`src/rtl/uart_irq_pkg.sv`:
```
package uart_irq_pkg;

    localparam int NSRC = 11;
    localparam int NGRP = 5;
    localparam int NOUT = NGRP + 1;

    localparam int BIT_RX = 4;
    localparam int BIT_TX = 5;
    localparam int BIT_RT = 6;

    typedef logic [NSRC-1:0] src_vec_t;

    typedef enum logic [1:0] {
        REG_ENABLE = 2'd0,
        REG_PEND   = 2'd1,
        REG_ACTIVE = 2'd2,
        REG_ACK    = 2'd3
    } reg_sel_e;

    // Members of group line g+1.
    function automatic src_vec_t grp_members(input int g);
        src_vec_t m;
        m = '0;
        unique case (g)
            0: m[BIT_RX] = 1'b1;
            1: m[BIT_TX] = 1'b1;
            2: m[BIT_RT] = 1'b1;
            3: m[3:0]    = 4'hF;
            default: m[10:7] = 4'hF;
        endcase
        return m;
    endfunction

endpackage

```
`src/rtl/uart_irq_status.sv`:
```
module uart_irq_status
    import uart_irq_pkg::*;
(
    input  logic     clk,
    input  logic     rst_n,
    input  src_vec_t set_vec,
    input  src_vec_t clr_vec,
    output src_vec_t pend
);

    src_vec_t pend_q;

    always_ff @(posedge clk or negedge rst_n) begin
        if (!rst_n) begin
            pend_q <= '0;
        end else begin
            // a set pulse outranks an acknowledge of the same bit
            pend_q <= (pend_q & ~clr_vec) | set_vec;
        end
    end

    assign pend = pend_q;

    p_set_wins_r8: assert property (@(posedge clk) disable iff (!rst_n)
        (|set_vec) |=> ((pend_q & $past(set_vec)) == $past(set_vec)));

    p_ack_clears_r6: assert property (@(posedge clk) disable iff (!rst_n)
        (|(clr_vec & ~set_vec)) |=> ((pend_q & $past(clr_vec & ~set_vec)) == '0));

    p_sticky_r2: assert property (@(posedge clk) disable iff (!rst_n)
        (set_vec == '0 && clr_vec == '0) |=> $stable(pend_q));

endmodule

```
`src/rtl/uart_irq_enable.sv`:
```
module uart_irq_enable
    import uart_irq_pkg::*;
(
    input  logic     clk,
    input  logic     rst_n,
    input  logic     wr_en,
    input  src_vec_t wr_data,
    output src_vec_t en
);

    src_vec_t en_q;

    always_ff @(posedge clk or negedge rst_n) begin
        if (!rst_n) begin
            en_q <= '0;
        end else if (wr_en) begin
            en_q <= wr_data;
        end
    end

    assign en = en_q;

    p_enable_replace_r4: assert property (@(posedge clk) disable iff (!rst_n)
        wr_en |=> (en_q == $past(wr_data)));

    p_enable_hold_r4: assert property (@(posedge clk) disable iff (!rst_n)
        !wr_en |=> $stable(en_q));

endmodule

```
`src/rtl/uart_irq_lines.sv`:
```
module uart_irq_lines
    import uart_irq_pkg::*;
(
    input  logic            clk,
    input  logic            rst_n,
    input  src_vec_t        pend,
    input  src_vec_t        en,
    output logic [NOUT-1:0] irq
);

    src_vec_t        active;
    logic [NOUT-1:0] irq_q;

    assign active = pend & en;

    always_ff @(posedge clk or negedge rst_n) begin
        if (!rst_n) begin
            irq_q[0] <= 1'b0;
        end else begin
            irq_q[0] <= |active;
        end
    end

    for (genvar g = 0; g < NGRP; g++) begin : g_group
        localparam src_vec_t MEMBERS = grp_members(g);
        always_ff @(posedge clk or negedge rst_n) begin
            if (!rst_n) begin
                irq_q[g+1] <= 1'b0;
            end else begin
                irq_q[g+1] <= |(active & MEMBERS);
            end
        end
    end

    assign irq = irq_q;

    p_summary_cover_r9: assert property (@(posedge clk) disable iff (!rst_n)
        irq_q[0] == (|irq_q[NOUT-1:1]));

    p_one_cycle_lag_r10: assert property (@(posedge clk) disable iff (!rst_n)
        1'b1 |=> (irq_q[0] == (|($past(pend) & $past(en)))));

endmodule

```
`src/rtl/uart_irq_ctrl.sv`:
```
module uart_irq_ctrl
    import uart_irq_pkg::*;
#(
    parameter int DATA_W = 32,
    parameter int ADDR_W = 4
) (
    input  logic              clk,
    input  logic              rst_n,
    input  logic              reg_wr_en,
    input  logic [ADDR_W-1:0] reg_addr,
    input  logic [DATA_W-1:0] reg_wdata,
    output logic [DATA_W-1:0] reg_rdata,
    input  logic [NSRC-1:0]   src_set,
    input  logic              tx_data_wr,
    output logic [NOUT-1:0]   irq_out
);

    localparam logic [ADDR_W-1:0] OFS_ENABLE = ADDR_W'(REG_ENABLE);
    localparam logic [ADDR_W-1:0] OFS_PEND   = ADDR_W'(REG_PEND);
    localparam logic [ADDR_W-1:0] OFS_ACTIVE = ADDR_W'(REG_ACTIVE);
    localparam logic [ADDR_W-1:0] OFS_ACK    = ADDR_W'(REG_ACK);

    src_vec_t wr_bits;
    src_vec_t set_vec;
    src_vec_t clr_vec;
    src_vec_t pend;
    src_vec_t en;
    logic     en_wr;
    logic     unused_wdata;

    assign wr_bits      = reg_wdata[NSRC-1:0];
    assign unused_wdata = &{1'b0, reg_wdata[DATA_W-1:NSRC]};

    always_comb begin
        set_vec         = src_set;
        set_vec[BIT_TX] = src_set[BIT_TX] | tx_data_wr;
    end

    assign en_wr   = reg_wr_en && (reg_addr == OFS_ENABLE);
    assign clr_vec = (reg_wr_en && (reg_addr == OFS_ACK)) ? wr_bits : '0;

    uart_irq_status u_status (
        .clk     (clk),
        .rst_n   (rst_n),
        .set_vec (set_vec),
        .clr_vec (clr_vec),
        .pend    (pend)
    );

    uart_irq_enable u_enable (
        .clk     (clk),
        .rst_n   (rst_n),
        .wr_en   (en_wr),
        .wr_data (wr_bits),
        .en      (en)
    );

    uart_irq_lines u_lines (
        .clk   (clk),
        .rst_n (rst_n),
        .pend  (pend),
        .en    (en),
        .irq   (irq_out)
    );

    always_comb begin
        reg_rdata = '0;
        unique case (reg_addr)
            OFS_ENABLE: reg_rdata[NSRC-1:0] = en;
            OFS_PEND:   reg_rdata[NSRC-1:0] = pend;
            OFS_ACTIVE: reg_rdata[NSRC-1:0] = pend & en;
            default:    reg_rdata = '0;
        endcase
    end

    p_ro_write_ignored_r7: assert property (@(posedge clk) disable iff (!rst_n)
        (reg_wr_en && reg_addr != OFS_ENABLE && reg_addr != OFS_ACK
         && src_set == '0 && !tx_data_wr) |=> ($stable(pend) && $stable(en)));

    p_tx_write_sets_r3: assert property (@(posedge clk) disable iff (!rst_n)
        tx_data_wr |=> pend[BIT_TX]);

endmodule

```
`config.mk`:
```
export PLATFORM = sky130hd
export DESIGN_NAME = uart_irq_ctrl
export DESIGN_NICKNAME = d
export VERILOG_FILES = /design/src/rtl/uart_irq_pkg.sv /design/src/rtl/uart_irq_status.sv /design/src/rtl/uart_irq_enable.sv /design/src/rtl/uart_irq_lines.sv /design/src/rtl/uart_irq_ctrl.sv
export SDC_FILE = /design/constraint.sdc
export NUM_CORES = 1
export LEC_CHECK = 0
export ABC_AREA = 1
export BUFFER_PORTS_ARGS = -buffer_cell sky130_fd_sc_hd__buf_4
export CORE_AREA = 2 2 50 87
export DETAILED_ROUTE_END_ITERATION = 10
export DIE_AREA = 0 0 52 89
export HOLD_SLACK_MARGIN = 0.15
export PLACE_DENSITY = 0.83
export SETUP_SLACK_MARGIN = 0.1
export SLEW_MARGIN = 20
export SYNTH_ARGS = -nofsm -noshare
export SYNTH_HDL_FRONTEND = slang
export SYNTH_SLANG_ARGS = --single-unit
```
`constraint.sdc`:
```
create_clock -name clk -period 0.9 [get_ports clk]
set_input_delay 0.09 -clock clk [delete_from_list [all_inputs] [get_ports clk]]
set_output_delay 0.09 -clock clk [all_outputs]
set_load 0.03 [all_outputs]
```
# Yosys cells after proc, flatten, opt, wreduce, memory -nomap -nowiden
# Cells that the tools add are included.
# op_classes
eq_ne	3
n_mux	2
bitwise_logic	5
reduce_logical	6
# op_table
op	n
one-hot mux 11 bit (3 select lines)	1
AND 11 bit	2
2-to-1 mux 11 bit	1
NOT 11 bit	1
OR 11 bit	1
OR reduction 11 bit	1
equality test 4 x 2 -> 1 bit (second input constant)	2
OR reduction 4 bit	2
equality test 4 x 1 -> 1 bit (second input constant)	1
logical NOT 4 bit	1
logical AND 1 bit	2
OR 1 bit	1
# word_totals
ff_bits	28
inputBits	51
output_inout_bits	38
wordCells	24

# Longest topological paths before layout
# Gate-level depths: netlist of the first run.
# depth
ltp_word	6
ltp_mapped	6

# Modules after synthesis
# A second synthesis of the first run with hierarchy kept.
# unflattened
cells_unflattened	260
area_unflattened_um2	1796.7
# by_module_without_submodules
mod	n_inst	cells_each	area_per_inst_um2	seq_area_each_um2
uart_irq_ctrl	1	126	680.7	0.0
uart_irq_status	1	55	440.4	275.3
uart_irq_enable	1	47	421.7	275.3
uart_irq_lines	1	32	254.0	150.1

# Worst setup path before layout of the first run
# OpenSTA, ideal clock, no wires.
# synth_path
path_kind	flip-flop to output port
start	reg u_enable.en_q[4] (netlist: u_enable.en[4])
end	out reg_rdata[4]
arrival_ns	0.801
t_required_ns	0.810
path_slack_ns	0.009
path_stages_with_launch	5
path_buffers	0
path_cell_list	dfrtp_1 > nand2_1 > inv_1 > nand3_1 > nand3_1
# synth_between
elab_chain_len	2
# synth_rtl
item	line_no	text
start, declared	uart_irq_enable.sv:11	src_vec_t en_q;
start signal, assigned	uart_irq_enable.sv:17	en_q <= wr_data;
AND 11 bit	--	
via u_lines.active[4]	uart_irq_lines.sv:11	src_vec_t active;
one-hot mux 11 bit (3 select lines)	uart_irq_ctrl.sv:68	unique case (reg_addr)
end, declared	uart_irq_ctrl.sv:12	output logic [DATA_W-1:0] reg_rdata,
# The timed path passes the listed nets, and every way through them passes these cells.

# Final worst setup path of the first run
# layout_path
start	reg u_status.pend_q[5] (netlist: u_status.pend[5])
end	out reg_rdata[5]
# layout_between
elab_chain_len	2
# layout_rtl
item	line_no	text
start, declared	uart_irq_status.sv:11	src_vec_t pend_q;
start signal, assigned	uart_irq_status.sv:18	pend_q <= (pend_q & ~clr_vec) | set_vec;
AND 11 bit	--	
via u_lines.active[5]	uart_irq_lines.sv:11	
one-hot mux 11 bit (3 select lines)	uart_irq_ctrl.sv:68	
# The timed path passes the listed nets, and every way through them passes these cells.

==> impl_metrics.json, run 1 <==
{
  "setup_viol": 14,
  "hp-class": "primary input to register",
  "critPathMaxFanout": 3,
  "drt_iter0_drc": 69,
  "cpLargestDelayFamily": "flip-flops",
  "cts_max_path_buffers": 2,
  "numPortBuffers": 46,
  "synth_xor_area_share_pct": 0,
  "synth_top_family_by_area": "simple AND/OR/NAND/NOR gates",
  "grt_pass1_wl_mm": 7.83,
  "cp_slowest_stage_delay_ns": 0.41,
  "fin_ws_ns": -0.319,
  "synth_compound_area_share_pct": 5.99,
  "synth.distinct_cells": 15,
  "synth_edf_count": 0,
  "max_freq_ghz": 0.820,
  "avgSynthCellArea_um2": 7.87,
  "rows": 30,
  "hold_viol_final": 0,
  "dpl_cell_area_um2": 2210,
  "synth_common_cells": "50 x nand2_1, 37 x nand3_1, 28 x dfrtp_1, 28 x inv_1, 22 x buf_4",
  "synthFlopType": "dfrtp_1",
  "ys_seq_area_share_pct": 41.4,
  "vias": 1786,
  "synth_mux_area_share_pct": 0,
  "power_leakage_nw": 1.52,
  "clock_sinks": 28,
  "ys_seq_elements": 28,
  "h-tree-depth": 1,
  "async_flop_share_pct": 100,
  "synth_area_leader_cell": "dfrtp_1",
  "clock_skew_ns": 0.00368,
  "cp-start-kind": "register",
  "antenna_found_initial": 0,
  "overflow": 0,
  "final_util_pct": 73.9,
  "dieArea_um2": 4630,
  "synth_cells": 215,
  "report.final.slew_viol_count": 0,
  "yosysMostFrequentCell": "nand2_1",
  "period_needed_ns": 1.22,
  "hpwl_mm": 2.92,
  "diodes": 0,
  "core_um2": 3870,
  "fin_area_um2": 2860,
  "cts_buffers": 3,
  "rsz0062_at_grt": "yes",
  "synth_adder_area_share_pct": 0,
  "status": "complete, but fails checks",
  "final_layout_size_suffix_gt1_share_pct": 44.8,
  "cp_data_required_time_ns": 0.81,
  "first_pass_iters": 4,
  "grt_use_total_pct": 22.3,
  "end_kind": "primary output",
  "synth-simple-area-share_pct": 32.7,
  "place.gp.congestion": 0.783,
  "grt_start_max_net_pins": 29,
  "ys_top_cells_by_area": "dfrtp_1 41%, nand2_1 11%, nand3_1 11%",
  "wl_mm": 5.03,
  "cp.arrival_ns": 1.13,
  "cap_viol_max_count": 0,
  "first_global_vias": 1785,
  "final_nets": 358,
  "die_w_um": 52,
  "critPathBufInv": 2,
  "clk_pin_slew_worst_paths_ns": 0.10,
  "io_pins": 89,
  "whs_ns": 0.193,
  "worstSetupPathType": "register to primary output",
  "drtAntennaViolNets": 0,
  "pwr_density_cell_nw_per_um2": 1460,
  "synth_top_area_share_pct": 41.4,
  "crit_chain": "nand2_2, inv_2, nand3_2, nand3_4, buf_6",
  "failed_checks": "setup timing",
  "synth_warnings": 0,
  "vias_per_cell": 5.05,
  "finalCritPeriodShare_pct": 135,
  "insertion_delay_ns": 0.27,
  "slowest_stage": "dfrtp_1",
  "vdd_drop_max_mv": 1.19,
  "die_y_um": 89,
  "syn_to_final_growth_pct": 68.9,
  "drc_errors": 0,
  "cts_tree": "yes",
  "avgRoutedWirePerCell_um": 14.2,
  "start_util_pct": 43.8,
  "ctsRootBufferMaster": "clkbuf_8",
  "netlist_area_um2": 1690
}
final cells by class:
type / count / area, µm²
Sequential cell: 28 / 702
Multi-Input combinational cell: 147 / 936
Clock buffer: 3 / 41.3
Clock inverter: 1 / 30.0
Timing Repair Buffer: 99 / 985
Fill cell: 256 / 1010
Inverter: 28 / 105
Tap cell: 48 / 60.1
layout by cell type (no fill, tap or decap):
master,n
buf_4,44
nand2_1,34
dfrtp_1,27
inv_1,25
buf_6,25
conb_1,21
nand4_1,19
dlygate4sd3_1,19
nand3_2,18
nand3_1,16
nand2_2,14
o21ai_2,11
buf_12,6
dlymetal6s4s_1,5
nand3_4,4
nor2_4,3
inv_2,3
nor2_1,3
clkbuf_8,3
nand2_4,2
nor2_8,1
a21oi_2,1
bufinv_16,1
dfrtp_2,1
cell families (layout without fill, tap and decap cells):
| logic type | count (synthesis) | in the layout |
|---|---|---|
| AND/OR/NAND/NOR | 114 | 114 |
| buffers and inverters | 60 | 131 |
| flip-flops | 28 | 28 |
| AO/OA/AOI/OAI | 12 | 12 |
| other | 1 | 21 |
power breakdown:
group / total, mW / switching, mW / internal (mW)
registers: 1.57 / 0.151 / 1.42
clock network: 1.00 / 0.405 / 0.596
logic: 1.61 / 0.852 / 0.753
registers in the layout, summed over array words and instances, names as in the netlist:
name	flops
u_status.pend	11
u_lines.irq	6
u_enable.en	11
layer usage:
metal | up-vias | part of all wire [%] | GRT usage [%]
met5 | - | 0 | 0
met2 | 99 | 54 | 40.6
met1 | 832 | 36 | 24.9
met3 | 18 | 6.2 | 1.84
met4 | 0 | 3.5 | 12.4
li1 | 837 | - | -
final timing paths:
check,start,depth (start not counted),end,slack [ns]
min,reg_wr_en,4,u_status.pend[7],0.19
min in group asynchronous,rst_n,2,u_enable.en[3],0.30
min reg2reg,u_enable.en[4],2,u_enable.en[4],0.54
max,u_status.pend[5],5,reg_rdata[5],-0.32
max in group asynchronous,rst_n,2,u_enable.en[8],0.31
max reg2reg,u_status.pend[9],5,u_lines.irq[0],-0.11
worst min-delay path, cell delays in order:
cell and delay (ns):
buf_4 0.16, nand4_1 0.10, nand2_1 0.05, nand2_1 0.05
per-stage QoR:
stage | instances | power (mW) | setup WS (ns) | setup TNS, ns
after global placement | 309 | 2.65 | -0.114 | -2.28
after CTS | 349 | 4.01 | -0.325 | -2.98
final | 354 | 4.18 | -0.319 | -3.20
after detailed placement | 309 | 2.69 | -0.165 | -2.84
after global routing | 354 | 4.36 | -0.370 | -3.99
after floorplan | 235 | 2.33 | 0.0965 | 0
repair_timing:
action | in CTS | in global routing
hold endpoints to repair | 50 | 0
pin swaps | 18 | 9
buffers inserted | 12 | 6
setup endpoints to repair | 20 | 33
hold buffers | 24 | 0
resized for setup | 36 | 28
Power figures use the tool's default switching activity.
==> run 2: changes to the inputs <==
Settings changed: CORE_AREA 2 2 50 87 to 2 2 49 85, CTS_BUF_LIST set to sky130_fd_sc_hd__clkbuf_2, DIE_AREA 0 0 52 89 to 0 0 51 87, PLACE_DENSITY 0.83 to 0.86, REMOVE_ABC_BUFFERS set to 1.
==> run 2 against run 1 <==
Against the previous run:
- the flow still finishes with violations (setup timing)
- largest cell class unchanged
- non-clock buffer count is 18 higher
- fmax is 9.8% lower
- clock power is 55% lower
- register-to-register slack worse by 0.12 ns
- highest routed layer unchanged
- routed wire length is 17% higher
- core utilization is 2.9 points higher
- setup slack worse by 0.13 ns
- final area is 1.9% higher
- sequential cell count stayed put
- via count is 9.2% higher
- clock-buffer cell count stayed put
- critical path depth stayed put
- largest power group unchanged
==> impl_metrics.json, run 2 (same netlist as run 1, synthesis figures left out) <==
{
  "end_kind": "primary output",
  "cap_viol_max_count": 0,
  "cts_max_path_buffers": 2,
  "final_common_cell": "buf_4",
  "io_pins": 89,
  "cts_buffers": 3,
  "whs_ns": 0.157,
  "place_ws_ns": -0.172,
  "final_cell_mix": "53 x buf_4, 37 x buf_6, 30 x nand2_1",
  "overflow": 0,
  "grt_pass1_wl_mm": 8.51,
  "cp.arrival_ns": 1.26,
  "critPathMaxFanout": 3,
  "grt_start_max_net_pins": 29,
  "drt_iter0_drc": 80,
  "p_sw_share_pct": 38.4,
  "setup_viol": 25,
  "h-tree-depth": 1,
  "drc_errors": 0,
  "die_w_um": 51,
  "clk_pin_slew_worst_paths_ns": 0.25,
  "antenna_found_initial": 0,
  "rsz0062_at_grt": "yes",
  "rows": 30,
  "dieArea_um2": 4440,
  "period_needed_ns": 1.35,
  "power_leakage_nw": 1.52,
  "place.gp.congestion": 0.801,
  "pwr_density_cell_nw_per_um2": 1350,
  "grt_use_total_pct": 25.2,
  "final_cells": 371,
  "dpl.cell_count": 314,
  "cts_tree": "yes",
  "insertion_delay_ns": 0.35,
  "vias_per_cell": 5.26,
  "vias": 1951,
  "die_y_um": 87,
  "setup-tns-final_ns": -5.86,
  "cp_data_required_time_ns": 0.81,
  "avgRoutedWirePerCell_um": 15.9,
  "drtAntennaViolNets": 0,
  "wl_mm": 5.90,
  "clkPwrFrac_pct": 11.5,
  "power_frac_comb_pct": 48.3,
  "p_int_mw": 2.41,
  "fin_ws_ns": -0.451,
  "failed_checks": "setup timing",
  "clock_skew_ns": 0.000885,
  "hold_path_startpoint": "reg_wr_en",
  "p_sw_mw": 1.50,
  "critPathLaunch": "u_enable.en[4]",
  "diodes": 0,
  "worstSetupPathType": "register to primary output",
  "numPortBuffers": 46,
  "final_nets": 376,
  "finalCritPeriodShare_pct": 150,
  "hold_viol_final": 0,
  "core_um2": 3790,
  "vdd_drop_max_mv": 0.995,
  "report.final.slew_viol_count": 0,
  "max_freq_ghz": 0.740,
  "hp-class": "primary input to register",
  "first_global_vias": 1892,
  "final_layout_size_suffix_gt1_share_pct": 47.7,
  "rr_startpoint": "u_enable.en[8]",
  "status": "complete, but fails checks",
  "hpwl_mm": 3.01,
  "clock_sinks": 28,
  "cp-start-kind": "register",
  "start_util_pct": 44.7,
  "syn_to_final_growth_pct": 72.1,
  "first_pass_iters": 8,
  "ctsRootBufferMaster": "clkbuf_2",
  "seq_power_share_pct": 40.2
}
run 2: cell count changes in the layout (fill, tap and decap cells not counted), moves of 3 or more:
cell	before	now
clkbuf_8	3	0
nand2_4	2	6
buf_6	25	37
buf_12	6	2
nand2_1	34	30
buf_4	44	53
nand3_1	16	20
clkbuf_2	0	3
dlymetal6s4s_1	5	0
nand3_4	4	1
dlygate4sd3_1	19	25
run 2: area by class of cell:
class                           instances  area (µm²)
Inverter                               28         105
Tap cell                               48        60.1
Timing Repair Buffer                  117        1100
Clock buffer                            3        15.0
Multi-Input combinational cell        147         926
Fill cell                             225         878
Sequential cell                        28         702
run 2: power groups by stage:
stage | sequential (mW) | clock (mW) | combinational (mW)
3_5_place_dp | 1.56 | 0 | 1.10
5_1_grt | 1.59 | 0.495 | 2.00
3_3_place_gp | 1.55 | 0 | 1.07
6_report | 1.58 | 0.451 | 1.89
2_1_floorplan | 1.66 | 0 | 0.532
4_1_cts | 1.54 | 0.456 | 1.58
run 2: path summary, 6_finish.rpt:
kind	to	slack (ns)	cells past startpoint
max in group asynchronous	u_status.pend[5]	0.45	2
max reg2reg	u_lines.irq[0]	-0.23	6
min	u_enable.en[0]	0.16	4
min in group asynchronous	u_status.pend[3]	0.17	2
max	reg_rdata[4]	-0.45	5
min reg2reg	u_status.pend[6]	0.56	2
run 2: per-stage QoR:
| stage | instance area, µm² | util, % | power [mW] |
|---|---|---|---|
| floorplan | 1540 | - | 2.19 |
| global placement | 2100 | 55.3 | 2.62 |
| detailed placement | 2100 | 55.3 | 2.66 |
| CTS | 2710 | 71.5 | 3.58 |
| global route | 2910 | 76.8 | 4.08 |
| finish | 2910 | 76.8 | 3.92 |
run 2: worst max-delay path, cell delays in order (launching register included):
cell	delay, ns
dfrtp_1	0.47
nand2_2	0.10
inv_2	0.05
nand3_2	0.08
nand3_2	0.07
buf_6	0.14
run 2: routing by layer:
metal | vias to the layer above | global-route usage (%) | share of wire, %
li1 | 872 | - | -
met3 | 19 | 3.26 | 7.6
met2 | 133 | 45.3 | 53
met5 | - | 0 | 0
met4 | 0 | 11.3 | 2.7
met1 | 927 | 28.8 | 36
run 2: what timing repair did:
item | 4_1_cts | 5_1_grt
endpoints found under the hold margin | 50 | 6
hold buffers | 24 | 1
pin swaps | 26 | 23
setup buffers | 25 | 12
setup endpoints to repair | 20 | 30
resized for setup | 48 | 48
